### config.mk
export PLATFORM = sky130hd
export DESIGN_NAME = kcm_mult
export DESIGN_NICKNAME = d
export VERILOG_FILES = /design/src/rtl/kcm_mult.sv
export SDC_FILE = /design/constraint.sdc
export NUM_CORES = 1
export LEC_CHECK = 0
export ABC_AREA = 1
export BUFFER_PORTS_ARGS = -buffer_cell sky130_fd_sc_hd__buf_2
export CAP_MARGIN = 20
export CORE_MARGIN = 2
export CORE_UTILIZATION = 45
export CTS_CLUSTER_DIAMETER = 40
export DETAILED_ROUTE_END_ITERATION = 8
export GPL_TIMING_DRIVEN = 0
export PLACE_DENSITY = 0.67
export REMOVE_ABC_BUFFERS = 1
export SLEW_MARGIN = 10
export SYNTH_ARGS = -nofsm -noshare
export SYNTH_HDL_FRONTEND = slang
export SYNTH_SLANG_ARGS = --single-unit
### constraint.sdc
create_clock -name clk -period 3.22 [get_ports clk]
set_input_delay 0.161 -clock clk [delete_from_list [all_inputs] [get_ports clk]]
set_output_delay 0.161 -clock clk [all_outputs]
set_load 0.02 [all_outputs]
### src/rtl/kcm_mult.sv
module kcm_mult #(
  parameter int unsigned COEF   = 183,
  parameter int          NIB_W  = 4,
  parameter int          COEF_W = 8
) (
  input  logic                        clk,
  input  logic                        rst_n,
  input  logic                        in_valid,
  input  logic [2*NIB_W-1:0]          in_data,
  output logic                        out_valid,
  output logic [2*NIB_W+COEF_W-1:0]   out_prod
);
  localparam int IN_W  = 2 * NIB_W;
  localparam int PP_W  = NIB_W + COEF_W;
  localparam int OUT_W = IN_W + COEF_W;
  localparam int TBL_N = 1 << NIB_W;

  logic             pp_vld;
  logic [OUT_W-1:0] sum;

  for (genvar t = 0; t < 2; t++) begin : g_nib
    logic [PP_W-1:0] tab [TBL_N];
    logic [PP_W-1:0] pp_q;

    for (genvar i = 0; i < TBL_N; i++) begin : g_ent
      assign tab[i] = PP_W'(i * COEF);
    end

    always_ff @(posedge clk) begin
      if (!rst_n)        pp_q <= '0;
      else if (in_valid) pp_q <= tab[in_data[t*NIB_W +: NIB_W]];
    end
  end

  assign sum = {g_nib[1].pp_q, {NIB_W{1'b0}}} + {{NIB_W{1'b0}}, g_nib[0].pp_q};

  always_ff @(posedge clk) begin
    if (!rst_n) begin
      pp_vld    <= 1'b0;
      out_valid <= 1'b0;
      out_prod  <= '0;
    end else begin
      pp_vld    <= in_valid;
      out_valid <= pp_vld;
      if (pp_vld) out_prod <= sum;
    end
  end
endmodule

Yosys cells after proc, flatten, opt, wreduce, memory -nomap -nowiden
Memories as Yosys holds them, arrays and structs flattened. A register that Yosys moved wholly into a read port is not among the register bits. Index checks and enable logic that the tools add are counted.

Add/sub/neg operators: 1. Bitwise gates (word level): 2. Reduce and logical (&&, ||, !) cells: 2.

Operators by type and width (count): $add 16x12->16 (1); $not 4->5 (2); $logic_not 1->1 (2).

Memories kept: 2. Input bits: 11. Memory bits (read-only): 384. Output and inout bits: 17. Flip-flop bits (word level): 18.

Memories: (no name shown) (depth 16, width 12, read ports 1, clocked after Yosys merged registers in 1, write ports 0, RTL line 31) `else if (in_valid) pp_q <= tab[in_data[t*NIB_W +: NIB_W]];`; (no name shown) (depth 16, width 12, read ports 1, clocked after Yosys merged registers in 1, write ports 0, RTL line 31).

Longest topological paths before layout
Gate-level depths: netlist (run 1).

Word-level depth: 1. Depth in mapped cells: 11. Mapped depth without buffers: 11.

Worst setup path before layout (run 1)
OpenSTA, ideal clock, no wires.

Kind: register to register. Start point: register g_nib[0].pp_q[7]. End point: register out_prod[10]. Clock period less this slack: 1.585 ns. Cell stages (with the launch flop): 10. Slack: 1.635 ns. Data arrival time: 1.477 ns. Required time: 3.111 ns. Setup time: 0.109 ns. Cell sequence: dfxtp_1 > ha_1 > fa_1 > nand2_1 > nand3_1 > nand3_1 > a21oi_1 > nand3b_1 > nand2_1 > inv_1.

Cells in the longest elaborated chain, start to end: 1.

Ends and longest elaborated chain: start: declaration (RTL line 23) `logic [PP_W-1:0] pp_q;`; $add 16x12->16 (RTL line 35) `assign sum = {g_nib[1].pp_q, {NIB_W{1'b0}}} + {{NIB_W{1'b0}}, g_nib[0].pp_q};`; end signal: assignment (RTL line 45) `if (pp_vld) out_prod <= sum;`; end: declaration (RTL line 11) `output logic [2*NIB_W+COEF_W-1:0] out_prod`.

Every way passes these cells. A chain may end at the register's enable or synchronous reset.

Final worst setup path (run 1)
Same ends and word-level chain as after synthesis.

==> results of run 1 <==
kinds of logic after synthesis:
family	count (synthesis)	synth area share
buffers and inverters	60	0.101
DFF	40	0.334
adders and majority gates	25	0.133
and+or+nand+nor	139	0.239
muxes	1	0.00469
AOI/OAI and AO/OA	76	0.174
xor gates and xnor gates	4	0.0146
flip-flops by register name, summed over array words and instances, names as in the netlist:
register    flops
out_prod       16
g_nib.pp_q     22
out_valid       1
pp_vld          1
area by class of cell:
cell class / count / area share
clock buffers: 5 / 0.0257
clock inverters: 3 / 0.0173
inverters: 49 / 0.0686
multi-input cells: 245 / 0.507
flip-flops and latches: 40 / 0.299
well taps: 70 / 0.0327
repair buffers: 27 / 0.0504
Yosys cell counts (2+ instances only):
cell type                   n  share of area
sky130_fd_sc_hd__a211oi_1   2         0.0063
sky130_fd_sc_hd__a31oi_1    4          0.010
sky130_fd_sc_hd__nand4_1    4          0.010
sky130_fd_sc_hd__nor2_1    50          0.078
sky130_fd_sc_hd__nand2_1   62          0.097
sky130_fd_sc_hd__o221ai_1   3          0.011
sky130_fd_sc_hd__nand2_2    2         0.0052
sky130_fd_sc_hd__o211ai_1   3         0.0094
sky130_fd_sc_hd__nand3b_1   2         0.0063
sky130_fd_sc_hd__dfxtp_1   40           0.33
sky130_fd_sc_hd__inv_1     48          0.075
sky130_fd_sc_hd__buf_2      3         0.0063
sky130_fd_sc_hd__ha_1      24           0.13
sky130_fd_sc_hd__buf_4      3         0.0094
sky130_fd_sc_hd__clkbuf_1   4         0.0063
sky130_fd_sc_hd__a21oi_1   20          0.042
sky130_fd_sc_hd__xor2_1     3          0.011
sky130_fd_sc_hd__nand3_1   17          0.035
sky130_fd_sc_hd__o21ai_0   41          0.085
routing by layer:
layer  GRT usage  vias to the layer above  part of all wire
li1            -                     1167                 -
met1       0.230                      926              0.52
met2       0.292                       33              0.44
met3      0.0400                        4             0.031
met4      0.0625                        0             0.010
met5           0                        -                 0
worst max-delay path, cell delays in order (launching register included):
cell and delay, ps:
sky130_fd_sc_hd__dfxtp_1 340, sky130_fd_sc_hd__ha_1 250, sky130_fd_sc_hd__fa_1 440, sky130_fd_sc_hd__nand2_1 90
sky130_fd_sc_hd__nand3_1 100, sky130_fd_sc_hd__nand3_1 110, sky130_fd_sc_hd__a21oi_1 60, sky130_fd_sc_hd__nand3b_1 160
sky130_fd_sc_hd__nand2_1 90, sky130_fd_sc_hd__inv_1 40
stage by stage:
step | instances | hold slack (ps) | power, uW
after floorplan | 334 | 250 | 710
after global placement | 431 | 447 | 779
after detailed placement | 431 | 454 | 781
after CTS | 439 | 178 | 1210
after global routing | 439 | 210 | 1270
final | 439 | 197 | 1190
worst min-delay path by stage:
| stage | end | depth (start not counted) |
|---|---|---|
| 3_3_place_gp | g_nib[0].pp_q[0]$_SDFFE_PN0P_ | 2 |
| 6_report | g_nib[1].pp_q[3]$_SDFFE_PN0P_ | 3 |
| 3_5_place_dp | out_prod[0]$_SDFFE_PN0P_ | 2 |
| 2_1_floorplan | g_nib[1].pp_q[0]$_SDFFE_PN0P_ | 1 |
| 4_1_cts | g_nib[1].pp_q[3]$_SDFFE_PN0P_ | 3 |
| 5_1_grt | g_nib[1].pp_q[3]$_SDFFE_PN0P_ | 3 |
where the power goes:
group / internal, uW / leakage, uW / switching, uW
Clock: 233 / 0.0000548 / 183
Sequential: 529 / 0.000331 / 27.3
Combinational: 77.9 / 0.00103 / 135
Total: 841 / 0.00142 / 345
==> results.md, run 1 <==
- The clock latency on the worst-skew pair is 290 ps.
- The area of combinational cells with multiple inputs is 1360 um2.
- Measured against its own limit, the worst slew margin works out to 0.404.
- The clock drives 40 sinks.
- At the pin with the least slew margin, the transition time is 892 ps.
- CTS placed an instance of sky130_fd_sc_hd__clkbuf_8 at the clock tree root.
- Among all flip-flop cells after synthesis, the most frequent one is sky130_fd_sc_hd__dfxtp_1.
- The global-route congestion overflow total is 0.
- In the final layout, flip-flops and latches occupy 801 um2.
- The DRC violation count after routing is 0.
- Dividing total power by cell area gives a power density of 442 nW/um2.
- The sequential-to-total area share from yosys stat is 0.334.
- The number of endpoints with negative hold slack in the final report is 0.
- For this block, the routed nets add up to 4800 um of wire.
- The area growth from synthesis to layout is 11.7%.
- The maximum number of pins on one net before global-route repair is 28.
- The initial utilization of the core area, before any placement, comes to 0.467.
- The final sum of negative setup slack is 0 ps.
- The proportion of layout cells with a drive suffix above 1 is 0.111.
- The mean routed wirelength per cell is 10.9 um.
- STA classifies the critical path endpoint as a register.
- The fmax is 563 MHz.
- The count of H-tree levels built during CTS is 2.
- The TritonCTS clock tree is yes.
- The maximum VDD drop is 0.216 mV.
- The worst endpoint data arrival time is 1970 ps.
- Max-cap violations in this run came to 0.
- In this run the horizontal extent of the chip is 77.0 um.
- Synthesis handed over a netlist of 345 instances.
- The count of cells resized by post-cts repair is 0.
- The via count of the first global-routing pass is 1974.
- The class of the worst hold path is input pin to register.
- The number of buffers added on ports is 27.
- After clock tree synthesis, the clock-pin slew on the worst setup and hold paths is 80 ps.
- The flow ran to the end, and the final reports show no timing, DRC or antenna violations.
- The I/O pin count is 28.
- The kind of launch point of the worst setup path is a register.
- The synthesized design contains 40 register bits.
- The logic depth of the worst register-to-register path is 9.
- In this run the vertical extent of the chip is 77.0 um.
- Post-CTS timing repair inserted 0 buffers for setup.
- Between clock sinks in the finished design, the worst skew comes to 5.01 ps.
- The period utilization is 0.551.
- After clock tree synthesis, the flow added hold-fix buffers numbering 0.
- In this run the deepest clock path goes through 2 buffers.
- Following the worst setup path forward leads to its endpoint at out_prod[10]$_SDFFE_PN0P_.
- The async set-reset flop share out of synthesis is 0.
- In this run the worst path has a maximum fanout of 3.
- The global-route wire length before repair is 8590 um.
- The sum of net half-perimeters after detailed placement is 3530 um.
- The congestion estimate from routability-driven global placement came to 0.914.
- The remaining number of nets flagged by the antenna check after routing is 0.
- For flop-to-flop paths, the worst setup slack is 1440 ps.
- In this run, synthesis inferred 0 flip-flops with an integrated enable.
- The floorplan step defined a die boundary enclosing 5940 um2.
- In this run, the number of DRC markers left after iteration 0 of detailed routing was 152.
- The CTS buffer count is 5.
- The total via count in the routed design is 2130.
- The post-synthesis area per instance is 6.96 um2.
- The core region is 5140 um2.
- The row count is 26.
- The critical path class is register to register.
- Setup violations remaining at the end of the flow were counted as 0.
- For this design the static power due to leakage is 0.00142 uW.
- The post-place instance area is 2570 um2.
- After detailed routing, the number of vias per cell comes to 4.85.
- The shortest period the worst path allows is 1780 ps.
- The filler cells instantiated in the layout total 537.
- Once layout is done, the placed cells without fillers occupy 2680 um2.
- In this run, distinct cell masters in the synthesized netlist total 29.
- Setup repair after global routing left no endpoint under its margin.
- The critical path starts at g_nib[0].pp_q[7]$_SDFFE_PN0P_.
- The number of antenna violations at the first check in global routing was 0.
- The core occupancy in the finished layout is 0.522.
- The worst hold path begins at in_data[7].
- The smallest setup slack after layout is 1440 ps.
- The net count of the finished layout is 404.
- In this run the critical register-to-register path is launched from g_nib[0].pp_q[7]$_SDFFE_PN0P_.
- For this run, the number of Yosys warnings is 0.
- The antenna diode count is 0.
- At the worst endpoint, the required time is 3420 ps.
- In the layout the commonest cells are sky130_fd_sc_hd__nand2_1 (62), sky130_fd_sc_hd__nor2_1 (50), sky130_fd_sc_hd__inv_1 (48), sky130_fd_sc_hd__o21ai_0 (41), sky130_fd_sc_hd__dfxtp_1 (40).
- OpenSTA, run right after detailed placement, puts the worst setup slack at 1440 ps.
- Leaving out fill and tap cells, the most frequent cell in the layout is sky130_fd_sc_hd__nand2_1.
- The endpoint of the most critical register-to-register path is out_prod[10]$_SDFFE_PN0P_.
- Before antenna repair, the detailed router went through 4 iterations.
- The final-report max-slew violation count is 0.
- In the global route stage, overall resource usage came out at 0.178.
- In this run the cell area of the synthesized design comes to 2400 um2.
No activity file was read; power rests on OpenSTA's default activity.
==> inputs of run 2 (changes only) <==
Settings changed: ABC_AREA 1 to 0, PLACE_DENSITY 0.67 to 0.7.
Clock period 3.22 ns to 1.55 ns, I/O delays scaled along.
==> run 2 against run 1 <==
Compared with the run above:
- the flow now finishes with violations (setup timing)
- critical path type unchanged
- count of clock-buffer cells in the layout grew 3
- maximum frequency down 1.3%
- register-to-register slack lost 1700 ps
- core utilization increased by 3.7 points
- setup slack got worse by 1700 ps
==> results.md, run 2 <==
- The area of the core region is 5110 um2 (-0.63%).
- The buffer type at the clock tree root is sky130_fd_sc_hd__clkbuf_8.
- The critical path class is register to register.
- The library cell used most frequently in the layout, excluding fill and tap cells, is sky130_fd_sc_hd__nor2_1.
- The total wire length is 5080 um (+5.8%).
- The worst slew margin relative to its limit is 0.512 (+0.108).
- The count of H-tree levels built during CTS was 2 (unchanged).
- The final-layout fill cell count was 481 (-10%).
- The period utilization is 1.16 (+0.609).
- The biggest area contributor in the post-synthesis netlist is sky130_fd_sc_hd__dfxtp_1.
- Sorting the synthesized cells by area gives the leading types as sky130_fd_sc_hd__dfxtp_1 (34%), sky130_fd_sc_hd__ha_1 (13%), sky130_fd_sc_hd__a211oi_1 (6.0%).
- The die extent in x is 76.8 um (-0.27%).
- The most common cell in the synthesized netlist is sky130_fd_sc_hd__dfxtp_1.
- The fmax came to 556 MHz (-1.3%).
- The mean routed wirelength per cell was 13.8 um (+26%).
- The I/O pin count was 28 (unchanged).
- The share of synthesized area spent on multiplexers is 0.0650 (+0.0603).
- The die area was 5900 um2 (-0.54%).
- The sequential-to-total area share from yosys stat is 0.335 (+0.00192).
- The adder-cell area share of the yosys netlist is 0.134 (+0.000769).
- The power per standard cell area came to 833 nW/um2 (+88%).
- The number of endpoints failing setup at the final stage was 8 (+8).
- In the final layout, the registers with the most flip-flops are g_nib.pp_q x22, out_prod x16.
- The synthesized instance count is 275 (-20%).
- The global-route wire length before repair was 8460 um (-1.5%).
- The clock latency on the worst-skew pair came to 300 ps (about the same).
- The quantity of hold-fixing buffers added after cts is 0 (unchanged).
- The required time reported for the critical path endpoint is 1730 ps (-1690 ps).
- The most used flip-flop cell after synthesis is sky130_fd_sc_hd__dfxtp_1.
- The via density per instance was 5.49 (+13%).
- Setup repair after global routing could not meet its margin everywhere.
- The final estimated routing congestion in global placement is 0.816 (-11%).
- The total power draw is 2380 uW (+100%).
- The area growth from synthesis to layout is 19.6%.
- The number of warnings printed during yosys synthesis was 0 (unchanged).
- The worst setup slack for register-to-register paths is -250 ps (-1690 ps).
- The total via count in the routed design is 2024 (-5.0%).
- The complex-gate fraction of the synthesized area is 0.217 (+0.0429).
- The number of buffers added on ports was 27 (unchanged).
- The number of nets in the layout is 334 (-17%).
- The final reports fail on setup timing.
- The smallest setup slack after layout is -248 ps (-1690 ps).
- The global-route congestion overflow total was 0 (unchanged).
- The flow ran to the end, but the final reports show violations.
- The register with the most flip-flops in the final layout is g_nib.pp_q.
- The highest fanout seen on the critical path is 4 (+1).
- The effective utilization at floorplan is 0.467 (about the same).
- The dominant combinational cell family by area after synthesis is compound AO/OA/AOI/OAI gates.
- The via count of the first global-routing pass is 1843 (-6.6%).
- The antenna diode count came to 0 (unchanged).
- The worst setup path is launched from a register.
- The flip-flop count of the largest register after layout was 22 (unchanged).
- By count the netlist is led by sky130_fd_sc_hd__dfxtp_1 (40), sky130_fd_sc_hd__nor2_1 (34), sky130_fd_sc_hd__ha_1 (24).
- The number of max-cap violations was 0 (unchanged).
- The TritonCTS clock tree is yes.
- The row count is 26 (unchanged).
- The worst stage delay on the critical path is 370 ps (-70 ps).
- The remaining number of nets flagged by the antenna check after routing is 0 (unchanged).
- The final hold slack is 143 ps (-53.6 ps).
- The CTS buffer count is 5 (unchanged).
- The proportion of layout cells with a drive suffix above 1 is 0.254 (+0.143).
- The clock-pin transition on the worst setup and hold timing paths was 80 ps (about the same).
- The number of antenna violations at the first check in global routing was 0 (unchanged).
- The first-pass detailed-route iteration total was 4 (unchanged).
- The total of flip-flops plus latches after synthesis is 40 (unchanged).
- The post-synthesis instance area came to 2390 um2 (-0.57%).
- The maximum number of pins on one net before global-route repair is 41 (+46%).
- The maximum VDD drop is 0.317 mV (+47%).
- The fraction of synthesized cell area taken by the top area cell type came to 0.335 (+0.00192).
- The worst-case clock skew came to 8.23 ps (+3.22 ps).
- The final-report max-slew violation count is 0 (unchanged).
- The number of buffers on the longest clock path was 2 (unchanged).
- The number of enable flip-flop cells after synthesis is 0 (unchanged).
- STA classifies the critical path endpoint as a register.
- The final standard cell area without fillers is 2860 um2 (+6.5%).
- The leakage power figure is 0.00116 uW (-18%).
- The initial detailed-routing violation count is 184 (+21%).
- The slowest stage of the critical path belongs to the cell sky130_fd_sc_hd__fa_2.
- The actual slew at the worst max-slew pin is 732 ps (-160 ps).
- The worst endpoint data arrival time is 1980 ps (about the same).
- The core occupancy in the finished layout is 0.559 (+0.0374).
- The pre-CTS worst setup slack is -430 ps (-1870 ps).
- The DRC violation count after routing is 0 (unchanged).
- The sum of net half-perimeters after detailed placement came to 3310 um (-6.3%).
- The class of the worst hold path is input pin to register.
- The post-place instance area is 2520 um2 (-1.9%).
- The number of unique standard cell types used by synthesis was 40 (+38%).
- The number of sinks handled by clock tree synthesis was 40 (unchanged).
- The async set-reset flop share out of synthesis is 0 (unchanged).
- The post-synthesis simple-gate area fraction is 0.170 (-0.0694).
- The number of endpoints with negative hold slack in the final report is 0 (unchanged).
- The global routing usage summed across all routing layers is 0.175 (-0.00291).
- The height of the chip came to 76.8 um (-0.27%).
- The shortest period the worst path allows was 1800 ps (+22.7 ps).
- The post-synthesis area per instance is 8.68 um2 (+25%).
- The critical path goes through ha_4, fa_2, a211oi_4, o211ai_2, a211oi_2, nor3_2.
- The xor/xnor share of the synthesized area is 0.0294 (+0.0148).
- In the layout the commonest cells are sky130_fd_sc_hd__nor2_1 (34), sky130_fd_sc_hd__dfxtp_1 (31), sky130_fd_sc_hd__buf_2 (27), sky130_fd_sc_hd__nand2_1 (18).
==> run 2: final cells by class <==
cell class,count,area [um2],share of cell area
multi-input cells,209,1630,0.571
inverters,7,26.3,0.00920
clock buffers,8,90.1,0.0316
well taps,70,87.6,0.0307
flip-flops and latches,40,820,0.287
repair buffers,35,203,0.0710
==> run 2: final timing paths <==
path | from | end | cells past startpoint
hold reg to reg | out_prod[8]$_SDFFE_PN0P_ | out_prod[8]$_SDFFE_PN0P_ | 2
setup / recovery | g_nib[1].pp_q[0]$_SDFFE_PN0P_ | out_prod[14]$_SDFFE_PN0P_ | 6
hold / removal | in_data[0] | g_nib[0].pp_q[6]$_SDFFE_PN0P_ | 3
setup reg to reg | g_nib[1].pp_q[0]$_SDFFE_PN0P_ | out_prod[14]$_SDFFE_PN0P_ | 6
==> run 2: per-stage QoR <==
| stage | cells | setup TNS, ps |
|---|---|---|
| after floorplan | 256 | -805 |
| after global placement | 353 | -2000 |
| after detailed placement | 353 | -2200 |
| after CTS | 367 | -997 |
| after global routing | 369 | -1660 |
| final | 369 | -1310 |
==> run 2: logic make-up (layout without fill, tap and decap cells) <==
group	after synthesis	in the layout
compound gates	74	74
xor+xnor	8	8
fa+ha+maj	25	25
buf+inv	26	50
flops	40	40
mux	15	15
simple gates	87	87
==> run 2: what timing repair did <==
item | CTS | global route
setup endpoints to repair | 8 | 8
gates resized for setup | 21 | 20
buffers inserted | 6 | 2
pin swaps | 12 | 9
==> run 2: where the power goes <==
part / switching [uW] / leakage, uW / internal [uW] / total (uW)
clock network: 348 / 0.0000455 / 363 / 711
registers: 64.9 / 0.000333 / 1090 / 1160
logic: 285 / 0.000777 / 226 / 511
==> run 2: critical path: cells and delay by family, from the launching register on <==
| kind | cells | cell delay (ps) |
|---|---|---|
| AO/OA/AOI/OAI | 3 | 750 |
| adder cells (fa/ha/maj) | 2 | 540 |
| flip-flops | 1 | 350 |
| AND/OR/NAND/NOR | 1 | 50 |
==> run 2: metal layers <==
layer  GRT usage  routed length, um  part of all wire
met5           0                  0                 0
met4      0.0636                 53             0.010
met3      0.0318                198             0.039
met2       0.289               2430              0.48
met1       0.229               2400              0.47
==> inputs of run 3 (changes only) <==
Settings changed: MAX_ROUTING_LAYER set to met4.
==> run 3 against run 2 <==
Compared with the run above:
- the flow still finishes with violations (setup timing)
- sequential share of layout area unchanged
- largest power group unchanged
- total power about the same
- hold slack worse by 2.0 ps
- routed wire length up 0.33%
- maximum frequency up 0.19%
- clock power about the same
==> results.md, run 3 (synthesis results as in run 2) <==
- The run finished, with violations left.
- The checks that failed: setup timing.
- The actual slew at the worst max-slew pin was 727 ps (-4.36 ps).
- The DRC violation count after routing is 0 (unchanged).
- The path with the worst hold slack has its endpoint at g_nib[0].pp_q[6]$_SDFFE_PN0P_.
- The maximum VDD drop is 0.314 mV (-0.72%).
- The combined buffer and inverter count along the critical path is 0 (unchanged).
- On the critical path, the stage with the largest delay is an instance of sky130_fd_sc_hd__fa_2.
- The final estimated routing congestion in global placement was 0.829 (+1.5%).
- The maximum number of pins on one net before global-route repair is 41 (unchanged).
- The area of the core region was 5110 um2 (unchanged).
- The antenna diode count came to 0 (unchanged).
- The fmax is 557 MHz (+0.19%).
- The switching portion of total power was 0.293 (-0.000703).
- The flip-flop count of the largest register after layout came to 22 (unchanged).
- The row count is 26 (unchanged).
- The shortest period the worst path allows is 1790 ps (-3.45 ps).
- The highest fanout seen on the critical path is 4 (unchanged).
- The combinational share of power came to 0.215 (about the same).
- The total via count in the routed design is 2027 (+0.15%).
- The quantity of hold-fixing buffers added after cts is 0 (unchanged).
- The final-report max-slew violation count is 0 (unchanged).
- The switching power summed over all nets is 695 uW (-0.34%).
- The leakage power figure came to 0.00116 uW (unchanged).
- Counting flops per register, the top entry is g_nib.pp_q.
- The kind of launch point of the worst setup path is a register.
- The first-pass detailed-route iteration total came to 4 (unchanged).
- The I/O pin count is 28 (unchanged).
- Setup repair after global routing could not meet its margin everywhere.
- The final-layout fill cell count is 481 (unchanged).
- The remaining number of nets flagged by the antenna check after routing was 0 (unchanged).
- The mean routed wirelength per cell was 13.8 um (+0.33%).
- The core occupancy in the finished layout was 0.559 (unchanged).
- The count of non-filler cells in the finished layout is 369 (unchanged).
- The required time reported for the critical path endpoint is 1730 ps (about the same).
- The logic depth of the worst register-to-register path was 6 (unchanged).
- The cell sitting at the root of the clock tree is a sky130_fd_sc_hd__clkbuf_8.
- The CTS buffer count was 5 (unchanged).
- In the final layout, the registers with the most flip-flops are g_nib.pp_q x22, out_prod x16.
- The critical path in this run is classified as register to register.
- The number of nets in the layout is 334 (unchanged).
- The TritonCTS clock tree is yes.
- The smallest setup slack after layout is -244 ps (+3.45 ps).
- The worst slew margin relative to its limit is 0.515 (+0.00290).
- The initial detailed-routing violation count is 173 (-6.0%).
- The number of antenna violations at the first check in global routing is 0 (unchanged).
- The clock latency on the worst-skew pair is 290 ps (about the same).
- The worst stage delay on the critical path is 370 ps (about the same).
- The number of endpoints with negative hold slack in the final report is 0 (unchanged).
- The via count of the first global-routing pass is 1844 (+0.054%).
- The global routing usage summed across all routing layers is 0.180 (+0.00468).
- The number of buffers added on ports is 27 (unchanged).
- The final standard cell area without fillers is 2860 um2 (unchanged).
- The class of the worst hold path is input pin to register.
- The proportion of layout cells with a drive suffix above 1 came to 0.254 (unchanged).
- The number of buffers on the longest clock path is 2 (unchanged).
- The design internal power was 1680 uW (about the same).
- The count of H-tree levels built during CTS came to 2 (unchanged).
- The clock-pin transition on the worst setup and hold timing paths is 80 ps (about the same).
- The relative contribution of sequential cells to total power is 0.487 (about the same).
- The global-route congestion overflow total is 0 (unchanged).
- The power per standard cell area is 832 nW/um2 (about the same).
- STA classifies the critical path endpoint as a register.
- The number of sinks handled by clock tree synthesis is 40 (unchanged).
- The part of the power in the clock network came to 0.298 (about the same).
- The leading cell type in the layout, fill and taps excluded is sky130_fd_sc_hd__nor2_1.
- The endpoint of the most critical register-to-register path is out_prod[14]$_SDFFE_PN0P_.
- The period utilization is 1.16 (-0.00223).
- The signal on the critical path passes through ha_4, fa_2, a211oi_4, o211ai_2, a211oi_2, nor3_2.
- The area growth from synthesis to layout is 19.6% (unchanged).
- The number of instances in the placed design is 353 (unchanged).
- The number of endpoints failing setup at the final stage is 8 (unchanged).
- The number of max-cap violations is 0 (unchanged).
- The worst setup slack for register-to-register paths is -240 ps (about the same).
- The critical register-to-register path startpoint is g_nib[1].pp_q[0]$_SDFFE_PN0P_.
- The cell class contributing the biggest share of worst-path delay is compound AO/OA/AOI/OAI gates.
- The die extent in x was 76.8 um (unchanged).
- The sum of net half-perimeters after detailed placement was 3310 um (unchanged).
- The total wire length is 5090 um (+0.33%).
- The top cell types in the final layout, fill and taps aside, are sky130_fd_sc_hd__nor2_1 (34), sky130_fd_sc_hd__dfxtp_1 (31), sky130_fd_sc_hd__buf_2 (27), sky130_fd_sc_hd__nand2_1 (18).
- The via density per instance is 5.49 (+0.15%).
- The effective utilization at floorplan is 0.467 (unchanged).
- The global-route wire length before repair is 8440 um (-0.25%).
- The die area was 5900 um2 (unchanged).
- The height of the chip is 76.8 um (unchanged).
- The worst endpoint data arrival time is 1980 ps (about the same).
- The worst-case clock skew came to 8.08 ps (-0.147 ps).
- The post-place instance area came to 2520 um2 (unchanged).
- The cell depth of the worst min-delay path was 3 (unchanged).
- The worst hold path begins at in_data[0].
## run 3: cell counts in the layout (fill, tap and decap cells not counted)
No cell type changed its count.
## run 3: worst register-to-register path: cells and delay by family (launching register included)
family / cells / cell delay, ps
AO/OA/AOI/OAI: 3 / 750
adder cells (fa/ha/maj): 2 / 540
AND/OR/NAND/NOR: 1 / 50
flip-flops: 1 / 350
## run 3: final cells by class
class | count | area (um2) | area share
Multi-Input combinational cell | 209 | 1630 | 0.571
Sequential cell | 40 | 820 | 0.287
Timing Repair Buffer | 35 | 203 | 0.0710
Clock buffer | 8 | 90.1 | 0.0316
Tap cell | 70 | 87.6 | 0.0307
Inverter | 7 | 26.3 | 0.00920
## run 3: power by group through the flow
stage	clock, uW	combinational (uW)	sequential (uW)
after floorplan	0	265	1180
after global placement	0	419	1160
after detailed placement	0	429	1170
after CTS	733	472	1150
after global routing	777	565	1170
final	708	511	1160
## run 3: repair_timing
action,CTS,global route
endpoints found under the setup margin,8,8
cloned,0,0
setup buffers,6,2
gates resized for setup,21,20
pin swaps,12,9
## run 3: metal layers
metal | share of wire | GRT usage
met5 | 0 | -
met4 | 0.0096 | 0.0636
met3 | 0.033 | 0.0318
met2 | 0.48 | 0.289
met1 | 0.47 | 0.227
## run 3: worst max path at each step
stage | start | endpoint | slack [ps] | cells past startpoint
global placement | g_nib[0].pp_q[7]$_SDFFE_PN0P_ | out_prod[14]$_SDFFE_PN0P_ | -420 | 6
floorplan | g_nib[0].pp_q[7]$_SDFFE_PN0P_ | out_prod[14]$_SDFFE_PN0P_ | -270 | 6
CTS | g_nib[1].pp_q[0]$_SDFFE_PN0P_ | out_prod[12]$_SDFFE_PN0P_ | -250 | 5
detailed placement | g_nib[0].pp_q[7]$_SDFFE_PN0P_ | out_prod[14]$_SDFFE_PN0P_ | -430 | 6
global route | g_nib[1].pp_q[0]$_SDFFE_PN0P_ | out_prod[14]$_SDFFE_PN0P_ | -320 | 6
finish | g_nib[1].pp_q[0]$_SDFFE_PN0P_ | out_prod[14]$_SDFFE_PN0P_ | -240 | 6
## run 3: per-stage QoR
| stage | setup WS [ps] | power, uW | hold WS (ps) | TNS [ps] |
|---|---|---|---|---|
| after floorplan | -270 | 1440 | 173 | -805 |
| after global placement | -417 | 1580 | 451 | -2000 |
| after detailed placement | -430 | 1590 | 463 | -2200 |
| after CTS | -247 | 2360 | 144 | -997 |
| after global routing | -317 | 2510 | 171 | -1650 |
| final | -244 | 2380 | 141 | -1270 |
